**config.mk**
```make
export PLATFORM = sky130hd
export DESIGN_NAME = wbuf_bypass
export DESIGN_NICKNAME = d
export VERILOG_FILES = /design/src/rtl/wbuf_pkg.sv /design/src/rtl/wbuf_store.sv /design/src/rtl/wbuf_port.sv /design/src/rtl/wbuf_bypass.sv
export SDC_FILE = /design/constraint.sdc
export NUM_CORES = 1
export LEC_CHECK = 0
export BUFFER_PORTS_ARGS = -buffer_cell sky130_fd_sc_hd__buf_2
export CAP_MARGIN = 0
export CORE_MARGIN = 2
export CORE_UTILIZATION = 40
export DETAILED_ROUTE_END_ITERATION = 10
export PLACE_DENSITY_LB_ADDON = 0.12
export SLEW_MARGIN = 5
export SYNTH_ARGS = -nofsm -noshare
export SYNTH_HDL_FRONTEND = slang
export SYNTH_SLANG_ARGS = --single-unit
```
**constraint.sdc**
```tcl
create_clock -name clk -period 4.94 [get_ports clk]
set_input_delay 0 -clock clk [delete_from_list [all_inputs] [get_ports clk]]
set_output_delay 0 -clock clk [all_outputs]
set_load 0.02 [all_outputs]
```
**src/rtl/wbuf_pkg.sv**
```systemverilog
package wbuf_pkg;
  typedef enum logic [1:0] {
    RS_IDLE = 2'd0,
    RS_PEND = 2'd1,
    RS_WAIT = 2'd2
  } rd_state_t;
endpackage

```
**src/rtl/wbuf_store.sv**
```systemverilog
module wbuf_store #(
  parameter int AW    = 32,
  parameter int DW    = 32,
  parameter int DEPTH = 4
) (
  input  logic          clk,
  input  logic          rst_n,
  input  logic          push,
  input  logic [AW-1:0] push_addr,
  input  logic [DW-1:0] push_data,
  input  logic          pop,
  input  logic [AW-1:0] look_addr,
  output logic          full,
  output logic          empty,
  output logic [AW-1:0] head_addr,
  output logic [DW-1:0] head_data,
  output logic          hit,
  output logic [DW-1:0] hit_data
);
  localparam int PW = (DEPTH > 1) ? $clog2(DEPTH) : 1;
  localparam int CW = $clog2(DEPTH + 1);

  logic [AW-1:0] addr_q [DEPTH];
  logic [DW-1:0] data_q [DEPTH];
  logic [PW-1:0] head_q, head_d, tail_q, tail_d;
  logic [CW-1:0] cnt_q, cnt_d;
  logic [DEPTH-1:0] live, match;

  function automatic logic [PW-1:0] bump(input logic [PW-1:0] p);
    if (p == PW'(DEPTH - 1)) return '0;
    else return p + PW'(1);
  endfunction

  // per-slot liveness (age below count) and address compare
  for (genvar i = 0; i < DEPTH; i++) begin : g_slot
    logic [CW:0] age;
    assign age = (PW'(i) >= head_q) ? ((CW+1)'(i) - (CW+1)'(head_q))
                                    : ((CW+1)'(i + DEPTH) - (CW+1)'(head_q));
    assign live[i]  = age < (CW+1)'(cnt_q);
    assign match[i] = live[i] && (addr_q[i] == look_addr);
  end

  // walk from oldest to youngest; the last match wins
  always_comb begin
    logic [PW:0] s;
    s        = '0;
    hit      = 1'b0;
    hit_data = '0;
    for (int k = 0; k < DEPTH; k++) begin
      s = {1'b0, head_q} + (PW+1)'(k);
      if (s >= (PW+1)'(DEPTH)) s = s - (PW+1)'(DEPTH);
      if (match[s[PW-1:0]]) begin
        hit      = 1'b1;
        hit_data = data_q[s[PW-1:0]];
      end
    end
  end

  always_comb begin
    head_d = head_q;
    tail_d = tail_q;
    cnt_d  = cnt_q;
    if (push) tail_d = bump(tail_q);
    if (pop)  head_d = bump(head_q);
    case ({push, pop})
      2'b10:   cnt_d = cnt_q + CW'(1);
      2'b01:   cnt_d = cnt_q - CW'(1);
      default: cnt_d = cnt_q;
    endcase
  end

  always_ff @(posedge clk or negedge rst_n) begin
    if (!rst_n) begin
      head_q <= '0;
      tail_q <= '0;
      cnt_q  <= '0;
    end else begin
      head_q <= head_d;
      tail_q <= tail_d;
      cnt_q  <= cnt_d;
    end
  end

  always_ff @(posedge clk) begin
    if (push) begin
      addr_q[tail_q] <= push_addr;
      data_q[tail_q] <= push_data;
    end
  end

  assign full      = (cnt_q == CW'(DEPTH));
  assign empty     = (cnt_q == '0);
  assign head_addr = addr_q[head_q];
  assign head_data = data_q[head_q];
endmodule

```
**src/rtl/wbuf_port.sv**
```systemverilog
module wbuf_port
  import wbuf_pkg::*;
#(
  parameter int AW = 32,
  parameter int DW = 32
) (
  input  logic          clk,
  input  logic          rst_n,
  input  logic          rd_req,
  input  logic [AW-1:0] rd_addr,
  input  logic          hit,
  input  logic [DW-1:0] hit_data,
  input  logic          buf_empty,
  input  logic [AW-1:0] head_addr,
  input  logic [DW-1:0] head_data,
  input  logic          mem_req_ready,
  input  logic          mem_rsp_valid,
  input  logic [DW-1:0] mem_rsp_data,
  output logic          rd_busy,
  output logic          rd_resp_valid,
  output logic [DW-1:0] rd_resp_data,
  output logic          mem_req_valid,
  output logic          mem_req_we,
  output logic [AW-1:0] mem_req_addr,
  output logic [DW-1:0] mem_req_wdata,
  output logic          pop
);
  rd_state_t     st_q, st_d;
  logic          hold_q, hold_d;
  logic          rv_q, rv_d;
  logic [DW-1:0] rdat_q, rdat_d;
  logic [AW-1:0] raddr_q;
  logic          take_rd, rd_miss, offer_wr, offer_rd;

  assign take_rd  = rd_req && (st_q == RS_IDLE);
  assign rd_miss  = take_rd && !hit;
  // an offered write stays until accepted; otherwise reads go first
  assign offer_wr = hold_q || ((st_q == RS_IDLE) && !buf_empty && !rd_miss);
  assign offer_rd = !hold_q && (st_q == RS_PEND);

  assign mem_req_valid = offer_wr || offer_rd;
  assign mem_req_we    = offer_wr;
  assign mem_req_addr  = offer_wr ? head_addr : raddr_q;
  assign mem_req_wdata = offer_wr ? head_data : '0;
  assign pop           = offer_wr && mem_req_ready;

  always_comb begin
    st_d   = st_q;
    rv_d   = 1'b0;
    rdat_d = rdat_q;
    hold_d = offer_wr && !mem_req_ready;
    case (st_q)
      RS_IDLE: begin
        if (take_rd) begin
          if (hit) begin
            rv_d   = 1'b1;
            rdat_d = hit_data;
          end else begin
            st_d = RS_PEND;
          end
        end
      end
      RS_PEND: if (offer_rd && mem_req_ready) st_d = RS_WAIT;
      RS_WAIT: begin
        if (mem_rsp_valid) begin
          rv_d   = 1'b1;
          rdat_d = mem_rsp_data;
          st_d   = RS_IDLE;
        end
      end
      default: st_d = RS_IDLE;
    endcase
  end

  always_ff @(posedge clk or negedge rst_n) begin
    if (!rst_n) begin
      st_q   <= RS_IDLE;
      hold_q <= 1'b0;
      rv_q   <= 1'b0;
      rdat_q <= '0;
    end else begin
      st_q   <= st_d;
      hold_q <= hold_d;
      rv_q   <= rv_d;
      rdat_q <= rdat_d;
    end
  end

  always_ff @(posedge clk) begin
    if (rd_miss) raddr_q <= rd_addr;
  end

  assign rd_busy       = (st_q != RS_IDLE);
  assign rd_resp_valid = rv_q;
  assign rd_resp_data  = rdat_q;
endmodule

```
**src/rtl/wbuf_bypass.sv**
```systemverilog
module wbuf_bypass #(
  parameter int AW    = 32,
  parameter int DW    = 32,
  parameter int DEPTH = 4
) (
  input  logic          clk,
  input  logic          rst_n,
  input  logic          wr_valid,
  input  logic [AW-1:0] wr_addr,
  input  logic [DW-1:0] wr_data,
  output logic          wr_stall,
  input  logic          rd_req,
  input  logic [AW-1:0] rd_addr,
  output logic          rd_busy,
  output logic          rd_resp_valid,
  output logic [DW-1:0] rd_resp_data,
  output logic          mem_req_valid,
  input  logic          mem_req_ready,
  output logic          mem_req_we,
  output logic [AW-1:0] mem_req_addr,
  output logic [DW-1:0] mem_req_wdata,
  input  logic          mem_rsp_valid,
  input  logic [DW-1:0] mem_rsp_data
);
  logic          full, empty, push, pop, hit;
  logic [AW-1:0] head_addr;
  logic [DW-1:0] head_data, hit_data;

  assign wr_stall = wr_valid && full;
  assign push     = wr_valid && !full;

  wbuf_store #(.AW(AW), .DW(DW), .DEPTH(DEPTH)) u_store (
    .clk       (clk),
    .rst_n     (rst_n),
    .push      (push),
    .push_addr (wr_addr),
    .push_data (wr_data),
    .pop       (pop),
    .look_addr (rd_addr),
    .full      (full),
    .empty     (empty),
    .head_addr (head_addr),
    .head_data (head_data),
    .hit       (hit),
    .hit_data  (hit_data)
  );

  wbuf_port #(.AW(AW), .DW(DW)) u_port (
    .clk           (clk),
    .rst_n         (rst_n),
    .rd_req        (rd_req),
    .rd_addr       (rd_addr),
    .hit           (hit),
    .hit_data      (hit_data),
    .buf_empty     (empty),
    .head_addr     (head_addr),
    .head_data     (head_data),
    .mem_req_ready (mem_req_ready),
    .mem_rsp_valid (mem_rsp_valid),
    .mem_rsp_data  (mem_rsp_data),
    .rd_busy       (rd_busy),
    .rd_resp_valid (rd_resp_valid),
    .rd_resp_data  (rd_resp_data),
    .mem_req_valid (mem_req_valid),
    .mem_req_we    (mem_req_we),
    .mem_req_addr  (mem_req_addr),
    .mem_req_wdata (mem_req_wdata),
    .pop           (pop)
  );
endmodule

```
======== Yosys cells after proc, flatten, opt, wreduce, memory -nomap -nowiden ========
Memories as Yosys holds them, arrays and structs flattened.
Cells that the tools add are included.
word-level totals
  register bits ........................... 75
  memory bits (writable) .................. 256
  output and inout port bits .............. 101
  word-level logic and storage cells ...... 134
  memories kept ........................... 2
cells by class
  $add $sub $neg .......................... 19
  $lt $le $gt $ge ......................... 16
  equality and inequality tests ........... 16
  mux-type cells .......................... 44
  reductions and logical operators ........ 29
memory list
  name            words  width  rd ports  clocked after memory_dff  wr ports  RTL line          source
  u_store.addr_q  4      32     5         0                         1         wbuf_store.sv:23  logic [AW-1:0] addr_q [DEPTH];
  u_store.data_q  4      32     5         0                         1         wbuf_store.sv:24  logic [DW-1:0] data_q [DEPTH];
operators by type and width
  operator             count
  $mux 32              9
  $eq 32x32->1         4
  $pmux 32 s2          1
  $mux 2               10
  $lt 4x3->1           4
  $mux 4               4
  $sub 3x2->4 const A  4
  $logic_and 1x1->1    14
  $mux 1               13
  $lt 2x3->1 const B   4
  $ge 3x3->1 const B   3
  $bmux 1 s2           4
  $eq 2x2->1 const B   4
  $reduce_and 4->1     2
  $sub 2x1->2 const B  4
  $add 2x2->3 const B  2
  $logic_not 1->1      6
  $ne 2x2->1 const B   3
  $pmux 2 s3           1
  $pmux 3 s2           1
  $reduce_bool 2->1    3
  $sub 1x2->3 const A  2
  $sub 2x2->3 const A  2
  $add 2x1->2 const B  2
  13 further kinds     18

======== Depth between registers and ports, before layout ========
  depth in word-level cells ............... 18
  depth in mapped cells ................... 19
  gate-level depth less buffers ........... 18

======== Hierarchy ========
Synthesis repeated with hierarchy kept, for this count alone.
unflattened totals
  cell total of the unflattened synthesis .. 1229
  area total of the unflattened synthesis .. 18206.2 sq um
modules (own cells, without submodules)
  module       times used  cells each  area an instance (sq um)  sequential area each (sq um)
  wbuf_store   1           998         14692.8                   7862.5
  wbuf_port    1           229         3497.1                    1861.8
  wbuf_bypass  1           2           16.3                      0.0

======== Worst setup path after synthesis ========
No wires, ideal clock.
  kind .................................... register to register
  from .................................... reg u_store.head_q[1]
  to ...................................... reg u_port.raddr_q[0] (enable)
  library setup time ...................... 0.421 ns
  data arrival time ....................... 3.475 ns
  required time ........................... 4.519 ns
  setup slack ............................. 1.044 ns
  cell stages (with the launch flop) ...... 12
  path buffers ............................ 1
  clock period less this slack ............ 3.896 ns
  cells stage by stage .................... dfrtp_1 -> buf_6 -> inv_1 -> ha_1 -> inv_1 -> ha_1 -> a21oi_1 -> o211ai_1 -> nor3_2 -> nor4_1 -> nand2_1 -> nor2_1
on the way
  word-level cells in the longest chain between the ends .. 12
  elaborated cells on any way between the ends .. 53
  classes of those cells .................. add/sub (15); order compare (12); mux (20); reduce/logical (6)
RTL lines
  item                                       RTL line          source
  from (decl)                                wbuf_store.sv:25  logic [PW-1:0] head_q, head_d, tail_q, tail_d;
  from (signal assigned)                     wbuf_store.sv:74  head_q <= '0;
  from (signal assigned)                     wbuf_store.sv:78  head_q <= head_d;
  $sub 3x2->4, or another cell as far along  wbuf_store.sv:38  : ((CW+1)'(i + DEPTH) - (CW+1)'(head_q));
  $mux 4                                     wbuf_store.sv:37  assign age = (PW'(i) >= head_q) ? ((CW+1)'(i) - (CW+1)'(head_q))
  $lt 4x3->1                                 wbuf_store.sv:39  assign live[i] = age < (CW+1)'(cnt_q);
  $logic_and 1x1->1                          wbuf_store.sv:40  assign match[i] = live[i] && (addr_q[i] == look_addr);
  $bmux 1 s2                                 wbuf_store.sv:52  if (match[s[PW-1:0]]) begin
  $mux 1 (not written as such)               wbuf_store.sv:52
  $mux 1 (3 in series)                       wbuf_store.sv:52
  $mux 1 *                                   wbuf_store.sv:52
  $logic_not 1->1 *                          wbuf_port.sv:36   assign rd_miss = take_rd && !hit;
  $logic_and 1x1->1 *                        wbuf_port.sv:36
  named net u_port.rd_miss                   wbuf_port.sv:33   logic take_rd, rd_miss, offer_wr, offer_rd;
  to (signal assigned)                       wbuf_port.sv:90   if (rd_miss) raddr_q <= rd_addr;
  to (decl)                                  wbuf_port.sv:32   logic [AW-1:0] raddr_q;
The timed path passes the listed nets; every way through them passes the cells marked *. The select of a mux whose other input is x is not followed.
A chain may end at the register's enable or synchronous reset.

======== Final worst setup path ========
  from .................................... reg u_store.head_q[1]
  to ...................................... out mem_req_addr[26]
on the way
  word-level cells in the longest chain between the ends .. 16
  elaborated cells on any way between the ends .. 58
  classes of those cells .................. add/sub (15); order compare (12); mux (21); reduce/logical (9); memory (1)
RTL lines
  item                                       RTL line           source
  $sub 3x2->4, or another cell as far along  wbuf_store.sv:38
  $mux 4                                     wbuf_store.sv:37
  $lt 4x3->1                                 wbuf_store.sv:39
  $logic_and 1x1->1                          wbuf_store.sv:40
  $bmux 1 s2                                 wbuf_store.sv:52
  $mux 1 (not written as such)               wbuf_store.sv:52
  $mux 1 (4 in series)                       wbuf_store.sv:52
  $logic_not 1->1                            wbuf_port.sv:36
  $logic_and 1x1->1                          wbuf_port.sv:36
  $logic_not 1->1                            wbuf_port.sv:38    assign offer_wr = hold_q || ((st_q == RS_IDLE) && !buf_empty && !rd_miss);
  $logic_and 1x1->1                          wbuf_port.sv:38
  $logic_or 1x1->1                           wbuf_port.sv:38
  $mux 32 *                                  wbuf_port.sv:43    assign mem_req_addr = offer_wr ? head_addr : raddr_q;
  to (decl)                                  wbuf_bypass.sv:20  output logic [AW-1:0] mem_req_addr,
Mark *: on every way between the ends. The rest lies on a longest branch, timed or not. The select of a mux whose other input is x is not followed.

==> results.md <==
Status:
- The run finished with clean final reports.

Worst setup path:
- The number of cells on the critical path is 13.
- The buffering stage count on the worst path with inverters included is 4.
- The number of cells on the worst reg-to-reg path is 17.
- The start point of the critical path is u_store.head_q[1].
- The critical path capture point is mem_req_addr[26].
- On the critical path, the stage with the largest delay is an instance of dfrtp_4.
- By startpoint and endpoint, the worst setup path is classified as reg -> out.
- In this run the worst path has a maximum fanout of 29.
- The capture instance of the worst register-to-register path is u_store.cnt_q[2].
- The data required time at the worst endpoint is 4.94 ns.
- The kind of cell with the highest combined delay on the critical path is compound AO/OA/AOI/OAI gates.
- In this run the critical register-to-register path is launched from u_store.head_q[1].
- The category of the worst setup path capture point is an output port.
- The largest single stage delay on the critical path is 0.71 ns.
- Traced cell by cell, the critical path runs through inv_1 > ha_1 > inv_1 > ha_1 > a21oi_1 > o211ai_1 > nor3_2 > nor4_1 > a221oi_1 > nor2_4 > buf_4 > mux2_1 > buf_2.
- The worst setup path is launched from a flip-flop.
- The setup check on the worst reg-to-reg path leaves a slack of slightly above 0.6 ns.
- The data arrival time of the critical path is 4.52 ns.

Logic synthesis:
- By area the synthesized netlist is led by edfxtp_1 49%, mux4_2 8.4%, dfrtp_1 6.2%.
- The post-synthesis cell type with the largest combined area is edfxtp_1.
- In this run, synthesis produced a sequential element count of ~330.
- The share of the Yosys chip area taken by registers is 0.556.
- The mean cell area of the mapped netlist is 15.0 sq um.
- In the synthesized netlist, the number of instances is between 1000 and 1500.
- Summing every instance area after synthesis gives 0.0175 sq mm.
- The unique cell type count in the Yosys netlist is 46.
- Yosys printed 0 warnings.
- When the netlist entered floorplanning its net count stood at 1319.
- The share of synthesized area in the top cell type comes to 0.495.

Place:
- In this run the cell area measured after placement is 0.0194 sq mm.
- The post-detailed-placement half-perimeter wirelength is around 33000 um.
- The global placement routability congestion is 0.812.
- The number of port buffers is 234.

Layout:
- The top cell types in the final layout, fill and taps aside, are 288 x edfxtp_1, 234 x buf_2, 133 x dlygate4sd3_1.
- Summing all non-filler instances in the final layout gives an area of between 0.02 and 0.025 sq mm.
- The layout cell share with drive strength beyond 1 is 0.320.
- Leaving out fill and tap cells, the most frequent cell in the layout is edfxtp_1.
- Relative to the synthesized area, the layout overhead comes to 25.4%.
- The count of nets after finishing is 1678.
- After filler insertion, the fill cell instance count of the layout stands at between 3000 and 4000.

Clock network:
- The TritonCTS buffer count is 39.
- The sink count of the clock tree is 331.
- The later pin in the worst-skew pair is clocked with a latency of 0.55 ns.
- The root cell of the clock tree is clkbuf_16.
- The CTS tree is built.
- The total number of H-tree levels is 2.
- After clock tree synthesis, the clock-pin slew on the worst setup and hold paths is 0.06 ns.
- The clock passes through at most 3 buffers.

Timing:
- After layout, the minimum clock period comes to 4.52 ns.
- Setup repair after global routing left no endpoint under its margin.
- Static timing analysis puts the maximum clock frequency at between 200 and 250 MHz.
- Of the available clock period, the critical path in the final layout requires 0.915.
- Setup violations remaining at the end of the flow were counted as 0.
- Hold is met by 0.148 ns.
- Measured against its own limit, the worst slew margin works out to 0.215.
- The summed negative setup slack over all endpoints is 0 ns.
- The final count of hold timing violations came to 0.
- For the pin with the worst max-slew slack, the measured transition is 1.18 ns.
- Between clock sinks in the finished design, the worst skew comes to approximately 0.025 ns.
- The number of slew-limit violations in the final report came to 0.

Route:
- The count of nets left with antenna violations after detail routing is 0.
- The detailed router finished its first iteration with 960 violations.
- The overall routed net length is around 53000 um.
- The via total after detailed routing is 12100.
- The number of detailed-route iterations in the first pass is 5.
- In the routed design, unresolved DRC markers number 0.
- In the final routed layout, each cell accounts on average for 24.8 um.
- The vias per cell is 5.64.

Floorplanning:
- The effective utilization at floorplan is 0.406.
- The area of the core is between 0.04 and 0.05 sq mm.
- The die is 213 um wide.
- The standard-cell row count is 76.
- During I/O placement, the number of pins put on the boundary was 235.
- The die covers 0.0454 sq mm.
- The height of the chip is between 200 and 250 um.

Power and ir drop:
- The largest voltage drop on the vdd net is roughly 0.35 mV.
- The combinational fraction of design power is 0.416.
- Of the total power, the share spent switching nets is 0.373.
- The share of total power dissipated in the clock network is 0.230.
- For this design the ratio of total power to cell area is 541 mW/mm^2.
- The internal portion of the total power is 7.43 mW.
- The analysis attributes to cell leakage a power of ~8.0 nW.
- The portion of total power attributed to sequential cells is 0.354.
- The total power draw is 11.9 mW.
- Summed over all nets, the switching power comes to approximately 4.4 mW.

Flow run:
- Max-cap violations in this run came to 0.

GRT:
- The number of antenna violations at the first check in global routing is 2.
- Entering global routing, the biggest net connects 88 pins.
- The first global-routing pass estimated 78400 um of wire.
- The via count of the first global-routing pass came to 12600.
- Summed over all layers, the global routing overflow is 0.
- Across every metal layer, demand over resource in global routing totals 0.235.

Worst hold path:
- The tightest min-delay check is of the in -> async type.
==> logic make-up (layout without fill, tap and decap cells) <==
kind of cell,Yosys count,in the layout,synth area share
buf+inv,96,484,0.0231
simple gates,146,146,0.0513
compound gates,212,212,0.103
flops,331,331,0.556
fa+ha+maj,18,18,0.0133
other cells,0,1,0
mux,233,233,0.187
xor+xnor,131,131,0.0657
==> through the flow <==
step | cells | util | setup slack (ns)
finish | 2141 | 0.509 | 0.422
global route | 2140 | 0.509 | 0.0975
CTS | 2140 | 0.509 | 0.343
detailed placement | 1934 | 0.450 | 0.565
global placement | 1934 | 0.450 | 0.654
floorplan | 1167 | - | 1.04
==> how the worst min path moves through the flow <==
stage / to / depth (start not counted)
2_1_floorplan: u_port.hold_q / 0
3_3_place_gp: u_port.st_q[0] / 2
3_5_place_dp: u_port.st_q[0] / 2
4_1_cts: u_port.st_q[0] / 3
5_1_grt: u_store.cnt_q[0] / 3
6_report: u_port.hold_q / 3
==> power by group through the flow <==
stage	Combinational [mW]	Clock (mW)	Sequential [mW]
after floorplan	3.24	0	4.25
after global placement	4.83	0	4.24
after detailed placement	4.85	0	4.25
after CTS	4.98	2.79	4.20
after global routing	5.30	2.90	4.27
final	4.93	2.72	4.20
==> cell type report <==
type                            count  area (sq um)  area share
Multi-Input combinational cell    740          7440       0.339
Tap cell                          585           732      0.0334
Inverter                           17          63.8     0.00291
Sequential cell                   331          9730       0.444
Antenna cell                        1          2.50    0.000114
Clock buffer                       57          1110      0.0505
Clock inverter                     13          83.8     0.00383
Timing Repair Buffer              397          2750       0.126
==> cell usage after synthesis (all sizes together) <==
library cell	instances
nor2	9
nand4	7
nand3	1
o211ai	2
buf	18
o21ai	8
o221ai	32
or2	1
or3	1
xor2	121
o41a	1
nand2	7
nand2b	35
o221a	32
xnor2	10
mux2i	69
nor2b	32
a21oi	4
a221oi	1
ha	17
fa	1
a211oi	67
o22ai	64
o2111ai	1
mux2	99
nor4	34
clkbuf	61
and3	5
and2	4
edfxtp	288
nor3	8
or4	2
mux4	65
inv	17
dfrtp	43
==> worst reg2reg max path, stage by stage, from the launching register on <==
cell,delay (ns)
dfrtp_4,0.71
inv_1,0.20
ha_1,0.46
inv_1,0.07
ha_1,0.27
a21oi_1,0.13
o211ai_1,0.12
nor3_2,0.40
nor4_1,0.14
a221oi_1,0.50
o21ai_1,0.20
inv_1,0.09
ha_1,0.17
inv_1,0.06
fa_1,0.37
xor2_1,0.15
nor2_1,0.11
xnor2_1,0.12
==> routing by layer <==
layer / vias to the layer above / part of all wire / track usage / wire length, um
met3: 76 / 0.055 / 0.0341 / 2920
met5: - / 0.00024 / 0 / 13
met2: 398 / 0.47 / 0.381 / 25000
li1: 5425 / - / - / -
met4: 2 / 0.018 / 0.0629 / 977
met1: 6184 / 0.46 / 0.330 / 24200
==> sequential cells by signal (all words and copies together), names as in the netlist <==
name,count
u_port.hold_q,1
u_port.raddr_q,32
u_port.rd_resp_data,32
u_port.rd_resp_valid,1
u_port.st_q,2
u_store.addr_q,128
u_store.cnt_q,3
u_store.data_q,128
u_store.head_q,2
u_store.tail_q,2
==> timing repair <==
action | CTS | global route
gates resized for setup | 0 | 0
setup endpoints to repair | 1 | 0
setup buffers | 3 | 0
hold buffers | 133 | 0
endpoints found under the hold margin | 370 | 0
No activity file was read; power rests on OpenSTA's default activity.
